<file path="src/rtl/am_pkg.sv">
package am_pkg;
  typedef enum logic [1:0] {
    ST_RUN    = 2'd0,
    ST_DRAIN  = 2'd1,
    ST_COPY   = 2'd2,
    ST_SWITCH = 2'd3
  } am_state_e;

  localparam logic [1:0] MODE_PERIOD  = 2'b00;
  localparam logic [1:0] MODE_THERMAL = 2'b01;
  localparam logic [1:0] MODE_BOTH    = 2'b10;
  localparam logic [1:0] MODE_OFF     = 2'b11;
endpackage

</file>
<file path="src/rtl/am_period_timer.sv">
module am_period_timer #(
  parameter int PER_W = 32
) (
  input  logic             clk,
  input  logic             rst_n,
  input  logic             inc_i,
  input  logic             clr_i,
  input  logic [PER_W-1:0] period_i,
  output logic             hit_o
);
  localparam logic [PER_W-1:0] ONE = PER_W'(1);

  logic [PER_W-1:0] cnt_q, cnt_d;
  logic             cnt_en;

  always_comb begin
    cnt_en = clr_i || (inc_i && (cnt_q != '1));
    cnt_d  = clr_i ? '0 : cnt_q + ONE;
  end

  always_ff @(posedge clk or negedge rst_n) begin
    if (!rst_n)      cnt_q <= '0;
    else if (cnt_en) cnt_q <= cnt_d;
  end

  assign hit_o = (period_i != '0) && (cnt_q >= period_i - ONE);

  p_timer_clear_r9: assert property (@(posedge clk) disable iff (!rst_n)
    clr_i |=> (cnt_q == '0));
endmodule

</file>
<file path="src/rtl/am_trigger.sv">
module am_trigger
  import am_pkg::*;
(
  input  logic [1:0] mode_i,
  input  logic       hit_i,
  input  logic [1:0] hot_i,
  input  logic       sel_i,
  output logic       req_o
);
  logic per_en, thr_en, veto;

  always_comb begin
    per_en = (mode_i == MODE_PERIOD)  || (mode_i == MODE_BOTH);
    thr_en = (mode_i == MODE_THERMAL) || (mode_i == MODE_BOTH);
    veto   = hot_i[~sel_i];
    req_o  = !veto && ((per_en && hit_i) || (thr_en && hot_i[sel_i]));
  end
endmodule

</file>
<file path="src/rtl/am_fsm.sv">
module am_fsm
  import am_pkg::*;
#(
  parameter int CNT_W = 16
) (
  input  logic             clk,
  input  logic             rst_n,
  input  logic             req_i,
  input  logic             pipe_empty_i,
  input  logic             copy_done_i,
  output am_state_e        state_o,
  output logic             sel_o,
  output logic [CNT_W-1:0] mig_o
);
  am_state_e        st_q, st_d;
  logic             sel_q;
  logic [CNT_W-1:0] mig_q;
  logic             done_en;

  always_comb begin
    st_d = st_q;
    unique case (st_q)
      ST_RUN:    if (req_i)        st_d = ST_DRAIN;
      ST_DRAIN:  if (pipe_empty_i) st_d = ST_COPY;
      ST_COPY:   if (copy_done_i)  st_d = ST_SWITCH;
      ST_SWITCH:                   st_d = ST_RUN;
      default:                     st_d = ST_RUN;
    endcase
    done_en = (st_q == ST_SWITCH);
  end

  always_ff @(posedge clk or negedge rst_n) begin
    if (!rst_n) st_q <= ST_RUN;
    else        st_q <= st_d;
  end

  always_ff @(posedge clk or negedge rst_n) begin
    if (!rst_n) begin
      sel_q <= 1'b0;
      mig_q <= '0;
    end else if (done_en) begin
      sel_q <= ~sel_q;
      mig_q <= mig_q + CNT_W'(1);
    end
  end

  assign state_o = st_q;
  assign sel_o   = sel_q;
  assign mig_o   = mig_q;

  p_drain_hold_r8: assert property (@(posedge clk) disable iff (!rst_n)
    (st_q == ST_DRAIN && !pipe_empty_i) |=> (st_q == ST_DRAIN));
  p_copy_hold_r8: assert property (@(posedge clk) disable iff (!rst_n)
    (st_q == ST_COPY && !copy_done_i) |=> (st_q == ST_COPY));
  p_switch_once_r9: assert property (@(posedge clk) disable iff (!rst_n)
    (st_q == ST_SWITCH) |=> (st_q == ST_RUN));
  p_sel_hold_r2: assert property (@(posedge clk) disable iff (!rst_n)
    (st_q != ST_SWITCH) |=> $stable(sel_q));
  p_count_step_r9: assert property (@(posedge clk) disable iff (!rst_n)
    (st_q == ST_SWITCH) |=> (mig_q == $past(mig_q) + CNT_W'(1)));
endmodule

</file>
<file path="src/rtl/am_pingpong_ctrl.sv">
module am_pingpong_ctrl
  import am_pkg::*;
#(
  parameter int PER_W = 32,
  parameter int CNT_W = 16
) (
  input  logic             clk,
  input  logic             rst_n,
  input  logic [1:0]       mode_i,
  input  logic [PER_W-1:0] period_i,
  input  logic [1:0]       hot_i,
  input  logic             pipe_empty_i,
  input  logic             copy_done_i,
  output logic             stall_o,
  output logic             busy_o,
  output logic             copy_start_o,
  output logic [1:0]       act_o,
  output logic [1:0]       clken_o,
  output logic             sel_o,
  output logic             shared_sel_o,
  output logic [CNT_W-1:0] mig_count_o
);
  localparam int NCOPY = 2;

  am_state_e state;
  logic      sel, hit, req, both_clk, shared_q;

  am_period_timer #(.PER_W(PER_W)) u_timer (
    .clk      (clk),
    .rst_n    (rst_n),
    .inc_i    (state == ST_RUN),
    .clr_i    (state == ST_SWITCH),
    .period_i (period_i),
    .hit_o    (hit)
  );

  am_trigger u_trig (
    .mode_i (mode_i),
    .hit_i  (hit),
    .hot_i  (hot_i),
    .sel_i  (sel),
    .req_o  (req)
  );

  am_fsm #(.CNT_W(CNT_W)) u_fsm (
    .clk          (clk),
    .rst_n        (rst_n),
    .req_i        (req),
    .pipe_empty_i (pipe_empty_i),
    .copy_done_i  (copy_done_i),
    .state_o      (state),
    .sel_o        (sel),
    .mig_o        (mig_count_o)
  );

  assign both_clk = (state == ST_COPY) || (state == ST_SWITCH);

  for (genvar c = 0; c < NCOPY; c++) begin : g_copy
    assign act_o[c]   = (sel == c[0]);
    assign clken_o[c] = act_o[c] || both_clk;
  end

  always_ff @(posedge clk or negedge rst_n) begin
    if (!rst_n) shared_q <= 1'b0;
    else        shared_q <= sel;
  end

  assign stall_o      = (state != ST_RUN);
  assign busy_o       = (state != ST_RUN);
  assign copy_start_o = (state == ST_COPY);
  assign sel_o        = sel;
  assign shared_sel_o = shared_q;

  p_act_onehot_r2: assert property (@(posedge clk) disable iff (!rst_n)
    $onehot(act_o));
  p_idle_hot_veto_r5: assert property (@(posedge clk) disable iff (!rst_n)
    (!busy_o && hot_i[~sel_o]) |=> !busy_o);
  p_copy_clk_r10: assert property (@(posedge clk) disable iff (!rst_n)
    copy_start_o |-> (clken_o == 2'b11));
  p_no_requeue_r6: assert property (@(posedge clk) disable iff (!rst_n)
    (busy_o && !$stable(sel_o)) |-> 1'b0);
endmodule

</file>
<file path="config.mk">
export PLATFORM = sky130hd
export DESIGN_NAME = am_pingpong_ctrl
export DESIGN_NICKNAME = d
export VERILOG_FILES = /design/src/rtl/am_pkg.sv /design/src/rtl/am_period_timer.sv /design/src/rtl/am_trigger.sv /design/src/rtl/am_fsm.sv /design/src/rtl/am_pingpong_ctrl.sv
export SDC_FILE = /design/constraint.sdc
export NUM_CORES = 1
export LEC_CHECK = 0
export ABC_AREA = 0
export BUFFER_PORTS_ARGS = -buffer_cell sky130_fd_sc_hd__buf_2
export CAP_MARGIN = 20
export CORE_MARGIN = 10
export CORE_UTILIZATION = 45
export CTS_CLUSTER_DIAMETER = 200
export DETAILED_ROUTE_END_ITERATION = 10
export PLACE_DENSITY = 0.62
export SYNTH_ARGS = -nofsm -noshare
export SYNTH_HDL_FRONTEND = slang
export SYNTH_SLANG_ARGS = --single-unit
</file>
<file path="constraint.sdc">
create_clock -name clk -period 3.1 [get_ports clk]
set_clock_uncertainty 0.05 [all_clocks]
set_input_delay 0.31 -clock clk [delete_from_list [all_inputs] [get_ports clk]]
set_output_delay 0.31 -clock clk [all_outputs]
set_load 0.02 [all_outputs]
</file>
# Yosys cells after proc, flatten, opt, wreduce, memory -nomap -nowiden
# Cells that the tools add are included.
[classes]
addsub = 3
order_cmp = 3
n_eq_ne = 9
muxes = 9
n_bitwise = 1
n_reduce_logical = 18
[op_table]
columns = ["cell", "n"]
rows = [
  ["adder 32 x 1 -> 32 bit, second input constant", 1],
  ["greater-or-equal comparator 32 bit", 1],
  ["two-way mux 32 bit", 1],
  ["inequality test 32 bit, second input constant", 1],
  ["nonzero test 32 bit", 1],
  ["subtractor 32 x 1 -> 32 bit, second input constant", 1],
  ["adder 16 x 1 -> 16 bit, second input constant", 1],
  ["one-hot mux 2 bit (4 select lines)", 1],
  ["logical OR 1 bit", 7],
  ["== test 2 bit, second input constant", 3],
  ["two-way mux 2 bit", 3],
  ["inequality test 2 bit, second input constant", 3],
  ["logical AND 1 bit", 5],
  ["== test 2 x 1 -> 1 bit, second input constant", 2],
  ["logical NOT 2 bit", 2],
  ["< comparator 1 x 2 -> 1 bit, second input constant", 2],
  ["two-way mux 1 bit", 4],
  ["AND reduction 3 bit", 1],
  ["nonzero test 2 bit", 1],
  ["logical NOT 1 bit", 1],
  ["inverter 1 bit", 1],
]
[totals]
reg_bits = 52
in_bits = 40
out_inout_bits = 25
wordCells = 48

# Logic depth before layout (Yosys ltp)
# Gate-level depths: netlist of the first run.
[depth]
depth_word = 8
depth_mapped = 15
ltp_nobuf = 15

# Hierarchy
# Synthesis of the first run repeated with hierarchy kept, for this count alone.
[hier_totals]
hier_cells = 462
hier_area_um2 = 4131.5
[modules_own_cells]
columns = ["mod", "n_inst", "cells_per_inst", "area_per_inst_um2"]
rows = [
  ["am_period_timer", 1, 368, 3084.2],
  ["am_fsm", 1, 76, 909.6],
  ["am_pingpong_ctrl", 1, 10, 80.1],
  ["am_trigger", 1, 8, 57.6],
]

# Least setup slack after synthesis of the first run
# OpenSTA, ideal clock, no wires.
[synth_timing]
path_kind = "input-to-reg"
startpoint = "input period_i[11]"
endpoint = "register u_fsm.st_q[1], in the netlist u_fsm.state_o[1]"
setup_ns = 0.128
arrival_time_ns = 3.087
t_required_ns = 2.922
setup_slack_ns = -0.165
path_stages = 13
path_cell_list = "or4_4 nand4b_4 or2_1 nor3_2 nand2_1 xor2_1 ha_1 nand4_1 nor3_1 o211a_1 o41a_1 o221ai_2 mux2_1"
[synth_via]
elab_chain_cells = 8
elab_cells_between_ends = 9
[synth_lines]
columns = ["element", "line_no", "source"]
rows = [
  ["from (decl)", "am_pingpong_ctrl.sv:10", "input logic [PER_W-1:0] period_i,"],
  ["subtractor 32 x 1 -> 32 bit", "am_period_timer.sv:26", "assign hit_o = (period_i != '0) && (cnt_q >= period_i - ONE);"],
  ["greater-or-equal comparator 32 bit", "am_period_timer.sv:26", ""],
  ["logical AND 1 bit (*)", "am_period_timer.sv:26", ""],
  ["logical AND 1 bit (*)", "am_trigger.sv:16", "req_o = !veto && ((per_en && hit_i) || (thr_en && hot_i[sel_i]));"],
  ["logical OR 1 bit (*)", "am_trigger.sv:16", ""],
  ["logical AND 1 bit (*)", "am_trigger.sv:16", ""],
  ["inequality test 2 bit (no source line) (*)", "--", ""],
  ["AND reduction 3 bit (no source line) (*)", "--", ""],
  ["to (signal assigned)", "am_fsm.sv:34", "else st_q <= st_d;"],
  ["to (decl)", "am_fsm.sv:15", "am_state_e st_q, st_d;"],
]
# Every way passes the cells marked *; elsewhere a longest branch is shown, timed or not.
# A chain may end at the register's enable or synchronous reset.

# Final worst setup path of the first run
[layout_timing]
startpoint = "input period_i[6]"
endpoint = "register u_fsm.st_q[1], in the netlist u_fsm.state_o[1]"
# The elaborated chain is that of the path after synthesis.

==> flow_results.org, run 1 <==
** Place
- Final GP Congestion :: 0.8351
- Cells after DPL :: 629
- In this run the tool buffered the top-level ports with 64 buffer cells.
- Post-Place Cell Area :: 4671 sq um
- Setup slack at placement :: -0.4531 ns
- Post-DP HPWL :: 7584 um

** Clocking
- Clock-pin slew was measured on the worst setup and hold paths at 0.10 ns.
- Number of H-tree levels :: 2
- TritonCTS Buffers :: 5
- Clock root buffer :: sky130_fd_sc_hd__clkbuf_8
- Clock latency reported for the late side of the worst-skew pair :: 0.31 ns
- TritonCTS built the clock tree.
- Maximum count of clock buffers along a single path :: 2
- Number of sinks driven by the clock tree :: 52

** GRT
- Entering global routing, the biggest net connects 39 pins.
- Vias in the first global route :: 3387
- For this run the aggregate overflow at the end of global routing stands at 0.
- For this run, the total global-route usage over all layers was measured as 14.39%.
- First-pass GRT wire length :: 15750 um
- The initial antenna violation count came to 0.

** Final layout
- At the end of the flow the core is filled with cells to 56.36%.
- Fraction of final layout cells sized beyond drive strength 1 :: 26.74%
- The final layout contains 611 nets.
- Filler cell count in the final layout :: 810
- Inserted Diodes :: 0
- Leading cell types in the layout, fill and taps excluded :: 62 x sky130_fd_sc_hd__buf_2, 52 x sky130_fd_sc_hd__nor2_1, 52 x sky130_fd_sc_hd__dfrtp_1, 44 x sky130_fd_sc_hd__xnor2_1, 44 x sky130_fd_sc_hd__buf_4
- Once layout is done, the placed cells without fillers occupy 4843 sq um.
- Area Growth Syn to Fin :: 23.40%
- Once layout is complete, the cells apart from fillers number 639.
- Leaving out fill and tap cells, the most frequent cell in the layout is sky130_fd_sc_hd__buf_2.

** Timing
- Hold violation count in the final report :: 0
- Part of the cycle the worst path needs :: 98.48%
- Setup repair after global routing missed its margin :: yes
- For the pin with the worst max-slew slack, the measured transition is 0.4390 ns.
- Minimum clock period after layout :: 3.053 ns
- Hold is met by 0.3334 ns.
- For the final routed database, the setup TNS stands at 0 ns.
- Max Fclk :: 327.5 MHz
- Post-route worst setup slack :: 0.04701 ns
- In this run the tightest slew margin relative to its limit is 69.97%.
- The number of pins with negative max-slew slack in the final report is 0.
- Setup violations remaining at the end of the flow were counted as 0.

** Synth
- Of all flip-flops after synthesis, the portion carrying an async set or reset was 100.0%.
- Net count after synthesis :: 503
- Cell Area, Synth :: 3925 sq um
- Post-synthesis register bit count :: 52
- Among all flip-flop cells after synthesis, the most frequent one is sky130_fd_sc_hd__dfrtp_1.
- Post-synth EDFFs :: 0
- For this run, the number of Yosys warnings is 0.
- Synth cell types :: 53
- A synthesized cell averages 9.301 sq um.
- Synthesis produced 422 cells.
- Fraction of the yosys area taken by sequential cells :: 33.15%

** Power and ir drop
- Maximum vdd drop :: 0.0002075 V
- Part of the power in combinational logic :: 41.5%
- Switching Fraction :: 40.67%
- The completed layout was analyzed and its total power is 2.168 mW.
- Int Power :: 1.286 mW
- Register share of total power :: 39.7%
- Power dissipated by switching net loads :: 0.8816 mW
- Areal power density over the cells :: 447.5 nW/um^2
- In this run, the clock network consumes 18.8% of the power.
- Leak :: 2.322 nW

** Floorplan
- Chip height :: 113.4 um
- Die Width :: 113.4 um
- Placeable core area :: 8593 sq um
- During I/O placement, the number of pins put on the boundary was 65.
- Starting utilization of the core area :: 45.68%
- Area of the die :: 12860 sq um
- Row count :: 34

** Route
- Mean routed wirelength per cell :: 14.41 um
- Total Routed Length :: 9211 um
- The first detailed-routing pass ran for 4 iterations.
- Count of antenna-violating nets left after detailed routing :: 0
- Routed via count :: 3363
- Number of DRC violations after detailed-routing iteration 0 :: 145
- Final routed DRC violation total :: 0
- Vias per cell :: 5.263

** Setup path
- Along the worst path, the maximum fanout reaches 4.
- Data on the critical path arrives at its endpoint at 3.20 ns.
- Startpoint type of the worst setup path :: primary input
- Worst Path Class, Setup :: primary input to flip-flop
- STA classifies the critical path endpoint as a flip-flop.
- At the worst endpoint, the required time is 3.25 ns.

** Status
- Result of the run :: completed

** Flow run
- Maximum capacitance violations :: 0

** Hold path
- Worst min path class :: primary input to flip-flop
-- state kept, by name, summed over array words and instances (netlist names) --
signal         flops
shared_sel_o       1
u_timer.cnt_q     32
u_fsm.state_o      2
u_fsm.sel_o        1
u_fsm.mig_o       16
-- cell type report --
type,instances,area (sq um),share of cell area (%)
Inverter,13,48.80,1.007
Sequential cell,52,1301,26.87
Clock buffer,5,68.82,1.421
Clock inverter,3,27.53,0.5683
Timing Repair Buffer,109,673.1,13.90
Multi-Input combinational cell,349,2589,53.45
Tap cell,108,135.1,2.790
-- synthesized netlist by cell type, types with 3 or more instances --
cell type / instances / area [sq um]
sky130_fd_sc_hd__a21oi_1: 14 / 70.07
sky130_fd_sc_hd__a31oi_1: 3 / 18.77
sky130_fd_sc_hd__and2_1: 4 / 25.02
sky130_fd_sc_hd__and3_1: 7 / 43.79
sky130_fd_sc_hd__clkbuf_1: 5 / 18.77
sky130_fd_sc_hd__dfrtp_1: 52 / 1301
sky130_fd_sc_hd__ha_1: 41 / 513.0
sky130_fd_sc_hd__inv_1: 13 / 48.80
sky130_fd_sc_hd__nand2_1: 30 / 112.6
sky130_fd_sc_hd__nand2b_1: 3 / 18.77
sky130_fd_sc_hd__nand3_1: 22 / 110.1
sky130_fd_sc_hd__nand4_1: 20 / 125.1
sky130_fd_sc_hd__nor2_1: 52 / 195.2
sky130_fd_sc_hd__nor2b_1: 3 / 18.77
sky130_fd_sc_hd__nor3_1: 14 / 70.07
sky130_fd_sc_hd__nor3_2: 3 / 30.03
sky130_fd_sc_hd__nor4_1: 8 / 50.05
sky130_fd_sc_hd__nor4_2: 3 / 37.54
sky130_fd_sc_hd__o21ai_0: 6 / 30.03
sky130_fd_sc_hd__or3_1: 4 / 25.02
sky130_fd_sc_hd__xnor2_1: 44 / 385.4
sky130_fd_sc_hd__xor2_1: 30 / 262.8
-- critical path, cell delays in order --
cell and delay (ns):
sky130_fd_sc_hd__buf_2 0.12, sky130_fd_sc_hd__nor4_4 0.31, sky130_fd_sc_hd__buf_4 0.17, sky130_fd_sc_hd__nand4b_4 0.18, sky130_fd_sc_hd__buf_4 0.19, sky130_fd_sc_hd__nor2_1 0.12
sky130_fd_sc_hd__xnor2_1 0.14, sky130_fd_sc_hd__ha_1 0.27, sky130_fd_sc_hd__nand2_1 0.08, sky130_fd_sc_hd__o21bai_1 0.09, sky130_fd_sc_hd__a211o_1 0.30, sky130_fd_sc_hd__o41a_1 0.43
sky130_fd_sc_hd__o221ai_2 0.18, sky130_fd_sc_hd__mux2_4 0.32
-- path summary, 6_finish.rpt --
check | startpoint | to | slack, ns | cells past startpoint
setup reg to reg | u_timer.cnt_q[0] | u_fsm.state_o[1] | 0.43 | 9
max in group asynchronous | rst_n | u_timer.cnt_q[6] | 1.80 | 3
hold / removal | pipe_empty_i | u_fsm.state_o[0] | 0.33 | 4
setup / recovery | period_i[6] | u_fsm.state_o[1] | 0.05 | 14
hold reg to reg | u_fsm.mig_o[15] | u_fsm.mig_o[15] | 0.42 | 1
min in group asynchronous | rst_n | u_timer.cnt_q[20] | 0.42 | 2
-- metal layers --
metal / vias up / routed length, um / GRT usage [%]
met4: 0 / 131 / 3.723
met1: 1576 / 4247 / 18.47
met5: - / 0 / 0
met3: 11 / 366 / 2.677
li1: 1723 / - / -
met2: 53 / 4466 / 24.27
-- kinds of logic after synthesis --
logic type                 after synthesis  share of synthesized area, %
and+or+nand+nor                        190                         26.97
DFF                                     52                         33.15
AOI/OAI and AO/OA                       40                         6.981
adders and majority gates               41                         13.07
muxes                                    4                         1.116
buffers and inverters                   21                         2.199
xor gates and xnor gates                74                         16.51
-- power groups by stage --
| stage | clock network [mW] | registers [mW] | logic (mW) |
|---|---|---|---|
| after global placement | 0 | 0.871 | 0.872 |
| after global routing | 0.444 | 0.876 | 1.00 |
| final | 0.408 | 0.860 | 0.900 |
| after floorplan | 0 | 0.911 | 0.517 |
| after CTS | 0.420 | 0.860 | 0.894 |
| after detailed placement | 0 | 0.873 | 0.886 |
-- repair_timing --
action,4_1_cts,5_1_grt
resized for setup,6,5
hold buffers,1,0
pin swaps,2,1
endpoints found under the setup margin,2,2
setup buffers,0,1
endpoints found under the hold margin,17,0
(Power assumes the default switching activity.)
==> run 2, diff against run 1 <==
- PLACE_DENSITY: 0.62 -> 0.64
- SYNTH_HIERARCHICAL: default -> 1
- clock period: 3.1 -> 2.8 ns (I/O delays scaled with it)
==> run 2 against run 1 <==
Effect of this change: the flow now finishes with violations (negative setup slack); flip-flop and latch count did not move; cell count is 11% higher; combinational power increased by 6.9%; first-iteration DRC count grew 54%; wire length increased by 25%; area after synthesis increased by 5.3%; final area increased by 12%; global-route usage increased by 2.9 points; worst setup slack worse by 1.0 ns; largest cell class unchanged; largest power group is now registers.
==> flow_results.org, run 2 <==
** Power and ir drop
- The total power density per cell area came to 446.6 nW/um^2 (was 447.5 nW/um^2).
- Leak :: 2.455 nW (was 2.322 nW)
- The switching power total came to 0.9841 mW (was 0.8816 mW).
- Switching Fraction :: 40.63% (was 40.67%)
- Int Power :: 1.438 mW (was 1.286 mW)
- The part of the total power dissipated in the clock network came to 20.4% (was 18.8%).
- Register share of total power :: 39.9% (was 39.7%)
- Part of the power in combinational logic :: 39.7% (was 41.5%)
- Maximum vdd drop :: 0.0008037 V (was 0.0002075 V)

** Timing
- Post-route worst setup slack :: -0.9937 ns (was 0.04701 ns)
- Transition time at the pin with the least slew margin :: 0.9069 ns (was 0.4390 ns)
- Final slew viol count :: 0 (unchanged)
- Max Fclk :: 263.6 MHz
- Dividing the final minimum period by the clock period gives 135.5%.
- After layout, the minimum clock period comes to 3.794 ns.
- The relative slew slack came to 38.59% (was 69.97%).
- The final hold violation count was 0 (unchanged).
- Setup repair after global routing missed its margin :: yes (unchanged)
- The number of endpoints failing setup at the final stage came to 2 (was 0).
- Final setup TNS :: -1.977 ns (was 0 ns)
- The worst hold margin came to 0.3400 ns (was 0.3334 ns).

** Place
- IO buf count :: 64 (unchanged)
- The placed wire-length estimate after detailed placement came to 8803 um (was 7584 um).
- Setup slack at placement :: -1.457 ns (was -0.4531 ns)
- The last weighted congestion value of the routability-driven placer is 0.8554 (was 0.8351).

** Flow run
- The max-cap violation count was 0 (unchanged).

** GRT
- First-pass GRT wire length :: 19140 um (was 15750 um)
- The largest net degree at the start of global routing came to 41 (was 39).
- The routing usage on met2 is 29.50% (was 24.27%).
- GRT Max-Usage Layer :: met2 (unchanged)
- Met1 GRT Util :: 21.71% (was 18.47%)
- The number of global-route vias before repair is 4086 (was 3387).
- The total grt overflow was 0 (unchanged).
- M3 GR Usage :: 3.514% (was 2.677%)
- Initial antenna violation count :: 0 (unchanged)
- Global router's overall resource usage :: 17.25% (was 14.39%)

** Final layout
- The register area is 1301 sq um (unchanged).
- The flip-flop count of the largest register after layout was 32 (unchanged).
- Fraction of final layout cells sized beyond drive strength 1 :: 32.12% (was 26.74%)
- The layout-stage area growth over the synthesis result is 31.28% (was 23.40%).
- The final-layout fill cell count was 796 (was 810).
- The final net count came to 685 (was 611).
- Leading cell types in the layout, fill and taps excluded :: 82 x sky130_fd_sc_hd__buf_4, 59 x sky130_fd_sc_hd__buf_2, 52 x sky130_fd_sc_hd__dfrtp_1, 42 x sky130_fd_sc_hd__ha_1, 32 x sky130_fd_sc_hd__a21oi_1 (was 62 x sky130_fd_sc_hd__buf_2, 52 x sky130_fd_sc_hd__nor2_1, 52 x sky130_fd_sc_hd__dfrtp_1, 44 x sky130_fd_sc_hd__xnor2_1, 44 x sky130_fd_sc_hd__buf_4)
- The most common cell after layout, fill and taps aside is sky130_fd_sc_hd__buf_4 (was sky130_fd_sc_hd__buf_2).
- Largest Register :: u_timer/cnt_q (was u_timer.cnt_q)
- The footprint of the multi-input gates came to 2829 sq um (was 2589 sq um).
- The number of diodes added for antenna fixing came to 0 (unchanged).
- Finished Core Util :: 61.30% (was 56.36%)

** Route
- Detailed-routing iteration count for the pre-antenna-repair pass :: 5 (was 4)
- The number of nets with antenna violations after routing came to 0 (unchanged).
- Vias per cell :: 5.708 (was 5.263)
- Final routed DRC violation total :: 0 (unchanged)
- The routed wirelength normalized by instance count came to 16.23 um (was 14.41 um).
- Total Routed Length :: 11560 um (was 9211 um)
- The total via count in the routed design was 4064 (was 3363).
- Number of DRC violations after detailed-routing iteration 0 :: 224 (was 145)

** Clocking
- Clock input transition at the sequential cells of the worst setup and hold paths :: 0.11 ns (was 0.10 ns)
- Maximum count of clock buffers along a single path :: 2 (unchanged)
- The CTS H-tree depth is 2 (unchanged).
- Number of sinks driven by the clock tree :: 52 (unchanged)
- Clock root buffer :: sky130_fd_sc_hd__clkbuf_8 (unchanged)
- CTS tree :: yes (unchanged)
- The clock latency on the worst-skew pair was 0.32 ns (was 0.31 ns).
- TritonCTS Buffers :: 5 (unchanged)

** Setup path
- Arr. time, crit path :: 3.96 ns (was 3.20 ns)
- The category of the worst setup path launch point is a primary input (unchanged).
- The path depth of the worst reg2reg path came to 11 (was 9).
- The reg-to-reg startpoint is u_timer/cnt_q[31] (was u_timer.cnt_q[0]).
- The terminus of the critical flop-to-flop path is u_fsm/state_o[1] (was u_fsm.state_o[1]).
- CP Data Required Time :: 2.97 ns (was 3.25 ns)
- The critical path class is primary input to flip-flop (unchanged).
- The minimum setup slack among reg-to-reg paths was -0.12 ns (was 0.43 ns).
- Maximum fanout along the worst path :: 2 (was 4)
- The kind of capture point of the worst setup path was a flip-flop (unchanged).

** Synth
- Post-synthesis register bit count :: 52 (unchanged)
- FFs w/ async S/R, synth :: 100.0% (unchanged)
- The sequential element share of the synthesized area is 31.50% (was 33.15%).
- The biggest area consumer among synthesized cells is sky130_fd_sc_hd__dfrtp_1 (unchanged).
- The count of warnings emitted by yosys came to 6 (was 0).
- Synth cell types :: 52 (was 53)
- Top-count cell post-synth :: sky130_fd_sc_hd__dfrtp_1
- The prevailing post-synth register cell is sky130_fd_sc_hd__dfrtp_1 (unchanged).
- Top cell types by occurrence after synthesis :: 52 x sky130_fd_sc_hd__dfrtp_1, 42 x sky130_fd_sc_hd__ha_1, 33 x sky130_fd_sc_hd__a21oi_1, 32 x sky130_fd_sc_hd__nor2_1, 31 x sky130_fd_sc_hd__xnor2_1 (was 52 x sky130_fd_sc_hd__dfrtp_1, 52 x sky130_fd_sc_hd__nor2_1, 44 x sky130_fd_sc_hd__xnor2_1, 41 x sky130_fd_sc_hd__ha_1)
- The count of flip-flops with a built-in enable after synthesis came to 0 (unchanged).
- The share of Yosys cell area claimed by the top area cell type came to 31.50% (was 33.15%).
- The gate count of the mapped netlist came to 462 (was 422).
- Cell Area, Synth :: 4131 sq um (was 3925 sq um)
- Top post-synthesis cells by area :: sky130_fd_sc_hd__dfrtp_1 31%, sky130_fd_sc_hd__ha_1 13%, sky130_fd_sc_hd__xnor2_1 6.6% (was sky130_fd_sc_hd__dfrtp_1 33%, sky130_fd_sc_hd__ha_1 13%, sky130_fd_sc_hd__xnor2_1 9.8%)
- Average cell area after synthesis :: 8.943 sq um (was 9.301 sq um)
- Net count after synthesis :: 544 (was 503)

** Floorplan
- The horizontal die dimension was 115.8 um (was 113.4 um).
- The area of the die came to 13410 sq um (was 12860 sq um).
- Chip height :: 115.8 um (was 113.4 um)
- The area of the core was 8848 sq um (was 8593 sq um).
- The initial cell density of the core came to 46.69% (was 45.68%).
- Boundary pin count :: 65 (unchanged)
- The total number of placement rows is 34 (unchanged).

** Hold path
- The worst hold path cell count is 3 (was 4).
- Endpoint with the worst hold slack :: u_fsm/state_o[0] (was u_fsm.state_o[0])
- The hold path startpoint is pipe_empty_i (unchanged).
- The kind of path behind the tightest hold check was primary input to flip-flop (unchanged).

** Status
- Result of the run :: complete, but fails checks (was completed)
- Violations in the final reports :: negative setup slack
==> run 2: changes by cell type in the layout (fill, tap and decap cells not counted), moves of 12 or more <==
cell,previous run,this run
sky130_fd_sc_hd__xor2_1,30,16
sky130_fd_sc_hd__o31ai_1,0,12
sky130_fd_sc_hd__buf_4,44,82
sky130_fd_sc_hd__nor4_1,7,20
sky130_fd_sc_hd__a21oi_1,13,32
sky130_fd_sc_hd__xnor2_1,44,31
sky130_fd_sc_hd__nor2_1,52,31
==> run 2: area by class of cell <==
class | instances | area share (%)
clock buffer | 5 | 1.269
clock inverter | 3 | 0.5306
inverter | 17 | 1.176
multi-input combinational | 379 | 52.16
sequential | 52 | 23.99
tap | 108 | 2.491
timing repair buffer | 148 | 18.39
==> run 2: how the worst max path moves through the flow <==
| stage | from | cells past startpoint | slack [ns] | to |
|---|---|---|---|---|
| finish | period_i[4] | 17 | -0.99 | u_fsm/state_o[1] |
| global route | period_i[4] | 17 | -1.15 | u_fsm/state_o[1] |
| CTS | period_i[14] | 17 | -0.92 | u_fsm/state_o[1] |
| detailed placement | period_i[2] | 18 | -1.46 | u_fsm/state_o[1] |
| global placement | period_i[13] | 17 | -1.32 | u_fsm/state_o[1] |
| floorplan | period_i[7] | 16 | -0.97 | u_fsm/state_o[1] |
==> run 2: per-stage QoR <==
stage / cell area, sq um / power, mW / cells
finish: 5424 / 2.422 / 712
global route: 5424 / 2.581 / 712
CTS: 5391 / 2.411 / 710
detailed placement: 5149 / 1.890 / 695
global placement: 5149 / 1.846 / 695
floorplan: 4198 / 1.564 / 462
==> run 2: critical path, stage by stage <==
cell and delay, ns:
sky130_fd_sc_hd__buf_2 0.13, sky130_fd_sc_hd__nor4_4 0.32, sky130_fd_sc_hd__nand3_2 0.15, sky130_fd_sc_hd__or2_4 0.28
sky130_fd_sc_hd__or4_4 0.41, sky130_fd_sc_hd__xor2_1 0.17, sky130_fd_sc_hd__ha_1 0.32, sky130_fd_sc_hd__nand4_1 0.11
sky130_fd_sc_hd__or3_4 0.37, sky130_fd_sc_hd__nor2_2 0.12, sky130_fd_sc_hd__nand2_1 0.07, sky130_fd_sc_hd__o21ai_2 0.15
sky130_fd_sc_hd__o21ai_1 0.09, sky130_fd_sc_hd__a221oi_1 0.26, sky130_fd_sc_hd__inv_1 0.08, sky130_fd_sc_hd__a221oi_2 0.33
sky130_fd_sc_hd__mux2_4 0.33
==> run 2: metal layers <==
metal	wire (um)	share of wire (%)	up-vias
li1	-	-	2005
met1	5177	45	1933
met2	5617	49	113
met3	636	5.5	13
met4	127	1.1	0
met5	0	0	-
==> run 2: what timing repair did <==
item                                    4_1_cts  5_1_grt
resized for setup                            20        4
pin swaps                                     7        7
buffers inserted                              6        2
endpoints found under the setup margin        2        2
hold endpoints to repair                     26        0
hold buffers                                  1        0
==> run 2: kinds of logic (layout without fill, tap and decap cells) <==
group	after synthesis	count (layout)	share of synthesized area (%)
and+or+nand+nor	201	201	27.86
DFF	52	52	31.50
adders and majority gates	42	42	12.72
buffers and inverters	31	173	3.483
muxes	10	10	2.726
xor gates and xnor gates	47	47	9.964
AOI/OAI and AO/OA	79	79	11.75
==> run 2: power groups by stage <==
stage,Clock [mW],Combinational (mW),Sequential [mW]
after global routing,0.524,1.07,0.988
final,0.494,0.962,0.966
after global placement,0,0.874,0.973
after floorplan,0,0.536,1.03
after CTS,0.503,0.941,0.967
after detailed placement,0,0.910,0.980
==> run 3, diff against run 2 <==
- ABC_AREA: 0 -> 1
- CORE_MARGIN: 10 -> 5
- PLACE_DENSITY: 0.64 -> 0.63
==> run 3 against run 2 <==
Effect of this change: the flow now finishes without violations; die area decreased by 1.4%; fmax increased by 38%; critical path depth increased by 8; worst setup slack improved by 1.0 ns; clock power decreased by 6.3%; largest power group is now combinational logic; global-route usage increased by 3.7 points; cell count increased by 42%; worst hold slack got worse by 0.021 ns; count of clock-buffer cells in the layout increased by 2; area after synthesis increased by 20%; utilization decreased by 4.1 points.
==> flow_results.org, run 3 <==
** Status
- Result of the run: completed (was complete, but fails checks).

** Clocking
- The clock edge transition at the registers on the reported setup and hold paths was 0.09 ns (was 0.11 ns).
- The clock latency on the worst-skew pair came to 0.32 ns (about the same).
- The number of clock sinks is 52 (unchanged).
- Clock root buffer :: sky130_fd_sc_hd__clkbuf_8 (unchanged)
- Number of H-tree levels :: 2 (unchanged)
- CTS tree :: yes (unchanged)
- The number of buffers created by CTS is 5 (unchanged).
- Maximum count of clock buffers along a single path :: 2 (unchanged)

** Timing
- Setup repair after global routing missed its margin :: yes (unchanged)
- The shortest period the worst path allows is 2.749 ns (was 3.794 ns).
- Transition time at the pin with the least slew margin :: 0.4973 ns (was 0.9069 ns)
- The final critical-path setup slack is 0.05069 ns (was -0.9937 ns).
- The number of pins with negative max-slew slack in the final report was 0 (unchanged).
- Max Fclk :: 363.7 MHz (was 263.6 MHz)
- The post-route fraction of the period consumed by the critical path came to 98.19% (was 135.5%).
- Hold violation count in the final report :: 0 (unchanged)
- Setup-violating endpoint count in the final report :: 0 (was 2)
- Tightest slew margin relative to the limit :: 66.73% (was 38.59%)

** GRT
- First-pass GRT wire length :: 22450 um (was 19140 um)
- The initial antenna violation count came to 0 (unchanged).
- The global-route usage over all layers was 20.90% (was 17.25%).
- Vias in the first global route :: 4991 (was 4086)
- Global route total overflow :: 0 (unchanged)
- Maximum number of pins on one net before global-route repair :: 33 (was 41)

** Route
- Mean routed wirelength per cell :: 13.67 um (was 16.23 um)
- Detailed-routing iteration count for the pre-antenna-repair pass :: 5 (unchanged)
- Total Routed Length :: 13830 um (was 11560 um)
- The iteration-0 DRC count of the detailed router came to 342 (was 224).
- The number of nets with antenna violations after routing came to 0 (unchanged).
- Vias per cell :: 5.085 (was 5.708)
- Final routed DRC violation total :: 0 (unchanged)
- The total via count in the routed design came to 5146 (was 4064).

** Synth
- Top cell types by occurrence after synthesis: 223 x sky130_fd_sc_hd__nand2_1, 118 x sky130_fd_sc_hd__nor2_1, 93 x sky130_fd_sc_hd__inv_1, 52 x sky130_fd_sc_hd__dfrtp_1 (was 52 x sky130_fd_sc_hd__dfrtp_1, 42 x sky130_fd_sc_hd__ha_1, 33 x sky130_fd_sc_hd__a21oi_1, 32 x sky130_fd_sc_hd__nor2_1, 31 x sky130_fd_sc_hd__xnor2_1).
- The post-synthesis cell area is 4961 sq um (was 4131 sq um).
- Top post-synthesis cells by area :: sky130_fd_sc_hd__dfrtp_1 26%, sky130_fd_sc_hd__nand2_1 17%, sky130_fd_sc_hd__ha_1 11% (was sky130_fd_sc_hd__dfrtp_1 31%, sky130_fd_sc_hd__ha_1 13%, sky130_fd_sc_hd__xnor2_1 6.6%)
- The unique cell type count in the Yosys netlist was 35 (was 52).
- Post-synth EDFFs :: 0 (unchanged)
- Post-synthesis register bit count :: 52 (unchanged)
- Fraction of the yosys area taken by sequential cells :: 26.23% (was 31.50%)
- Net count after synthesis :: 833 (was 544)
- Post-Synthesis Cells :: 751 (was 462)
- The biggest area consumer among synthesized cells is sky130_fd_sc_hd__dfrtp_1 (unchanged).
- FFs w/ async S/R, synth :: 100.0% (unchanged)
- Top-count cell post-synth :: sky130_fd_sc_hd__nand2_1 (was sky130_fd_sc_hd__dfrtp_1)
- Portion of synthesized cell area occupied by the leading cell type :: 26.23% (was 31.50%)
- Ys Warns :: 6 (unchanged)
- Average cell area after synthesis :: 6.606 sq um (was 8.943 sq um)
- Predominant post-synthesis flop cell :: sky130_fd_sc_hd__dfrtp_1 (unchanged)

** Place
- Cells after DPL :: 996 (was 695)
- The placed wire-length estimate after detailed placement was 10680 um (was 8803 um).
- Setup slack at placement :: -0.6677 ns (was -1.457 ns)
- The last weighted congestion value of the routability-driven placer came to 0.9350 (was 0.8554).
- The count of input and output buffers came to 64 (unchanged).

** Power and ir drop
- Areal power density over the cells :: 414.0 nW/um^2 (was 446.6 nW/um^2)
- Maximum vdd drop :: 0.0006119 V (was 0.0008037 V)
- The static leakage is 3.073 nW (was 2.455 nW).
- Overall Power :: 2.567 mW (was 2.422 mW)

** Final layout
- Area of the multi-input gates :: 3433 sq um (was 2829 sq um)
- The count of placed standard cells in the final layout, fillers left out is 1012 (was 712).
- Leading cell types in the layout, fill and taps excluded: 212 x sky130_fd_sc_hd__nand2_1, 97 x sky130_fd_sc_hd__nor2_1, 89 x sky130_fd_sc_hd__inv_1, 60 x sky130_fd_sc_hd__buf_4, 58 x sky130_fd_sc_hd__buf_2 (was 82 x sky130_fd_sc_hd__buf_4, 59 x sky130_fd_sc_hd__buf_2, 52 x sky130_fd_sc_hd__dfrtp_1, 42 x sky130_fd_sc_hd__ha_1, 32 x sky130_fd_sc_hd__a21oi_1).
- Sequential Area :: 1301 sq um (unchanged)
- The number of diodes added for antenna fixing came to 0 (unchanged).
- The share of layout cells above drive strength 1 is 24.43% (was 32.12%).
- The most common cell after layout, fill and taps aside is sky130_fd_sc_hd__nand2_1 (was sky130_fd_sc_hd__buf_4).
- The register name with the most flops is u_timer/cnt_q (unchanged).
- The final-layout fill cell count was 1048 (was 796).
- Area Growth Syn to Fin :: 24.97% (was 31.28%)
- Number of flip-flops in the largest register :: 32 (unchanged)
- Number of nets at the end of the flow :: 953 (was 685)

** Setup path
- Max stage delay cell, worst path :: sky130_fd_sc_hd__ha_4 (was sky130_fd_sc_hd__or4_4)
- The maximum single-stage delay on the critical path came to 0.27 ns (was 0.41 ns).
- Arr. time, crit path :: 2.90 ns (was 3.96 ns)
- The category of cells accounting for the largest share of critical-path delay is simple AND/OR/NAND/NOR gates (unchanged).
- Among the stages of the critical path, the cell type that occurs most often is sky130_fd_sc_hd__nor2_2.
- The number of stages on the worst setup path was 25 (was 17).
- Crit. End Element :: flip-flop (unchanged)
- The highest net fanout along the worst path came to 4 (was 2).
- The critical path class is primary input to flip-flop (unchanged).
- The count of buffer and inverter cells on the critical path came to 6 (was 2).
- The path depth of the worst reg2reg path came to 18 (was 11).
- CP Data Required Time :: 2.95 ns (was 2.97 ns)
- The category of the worst setup path launch point is a primary input (unchanged).

** Floorplan
- Area of the die :: 13220 sq um (was 13410 sq um)
- The horizontal die dimension came to 115.0 um (was 115.8 um).
- Placeable core area :: 10840 sq um (was 8848 sq um)
- The die height came to 115.0 um (was 115.8 um).
- The initial cell density of the core came to 45.76% (was 46.69%).
- The total number of placement rows came to 38 (was 34).
- Boundary pin count :: 65 (unchanged)

** Hold path
- The kind of path behind the tightest hold check is primary input to flip-flop (unchanged).
- Worst hold path cell count :: 3 (unchanged)

** Flow run
- Maximum capacitance violations :: 0 (unchanged)
==> run 3: kinds of logic (layout without fill, tap and decap cells) <==
family,Yosys count,count (layout),share of synthesized area (%)
compound gates,47,47,5.145
buf+inv,111,232,9.584
simple gates,451,451,39.97
fa+ha+maj,42,42,10.59
flops,52,52,26.23
xor+xnor,48,48,8.474
==> run 3: report_power, final <==
group,internal [mW],switching (mW),leakage (nW)
sequential,0.832,0.110,0.708
clock,0.202,0.261,0.0445
combinational,0.352,0.809,2.32
total,1.39,1.18,3.07
==> run 3: metal layers <==
layer	vias up	share of wire (%)	GRT usage [%]	wire length, um
met5	-	0	0	0
met4	0	2.0	6.025	283
met3	21	5.2	2.211	720
met2	144	49	37.73	6741
met1	2387	44	26.30	6086
li1	2594	-	-	-
==> run 3: area by class of cell <==
type	count	share of cell area, %
Clock inverter	1	0.1211
Timing Repair Buffer	124	13.14
Sequential cell	52	20.99
Clock buffer	7	1.393
Tap cell	140	2.825
Multi-Input combinational cell	588	55.38
Inverter	100	6.155
==> run 3: tightest hold or removal path: cells and delay by family <==
kind,cells,cell delay (ns)
buf+inv,1,0.08
compound gates,2,0.30
==> run 3: through the flow <==
stage / setup TNS [ns] / utilization (%) / hold WS [ns] / instance area [sq um]
6_report: 0 / 57.19 / 0.3195 / 6200
5_1_grt: -0.3301 / 57.19 / 0.3402 / 6200
4_1_cts: -0.03685 / 55.85 / 0.3123 / 6055
3_5_place_dp: -1.325 / 53.21 / 0.2312 / 5768
3_3_place_gp: -1.116 / 53.21 / 0.2251 / 5768
2_1_floorplan: 0 / - / -0.06559 / 4979
==> run 3: path summary, 6_finish.rpt <==
check | from | endpoint | slack (ns)
setup reg to reg | u_timer/cnt_q[11] | u_fsm/state_o[1] | 0.40
max in group asynchronous | rst_n | u_timer/cnt_q[25] | 1.48
hold / removal | pipe_empty_i | u_fsm/state_o[0] | 0.32
hold reg to reg | u_fsm/mig_o[15] | u_fsm/mig_o[15] | 0.47
min in group asynchronous | rst_n | u_fsm/mig_o[10] | 0.40
setup / recovery | period_i[13] | u_fsm/state_o[1] | 0.05
==> run 3: what timing repair did <==
item	in CTS	in global routing
resized for setup	45	29
buffers inserted	4	3
hold buffers	1	0
endpoints found under the hold margin	20	0
endpoints found under the setup margin	2	2
pin swaps	21	27
cloned	0	0
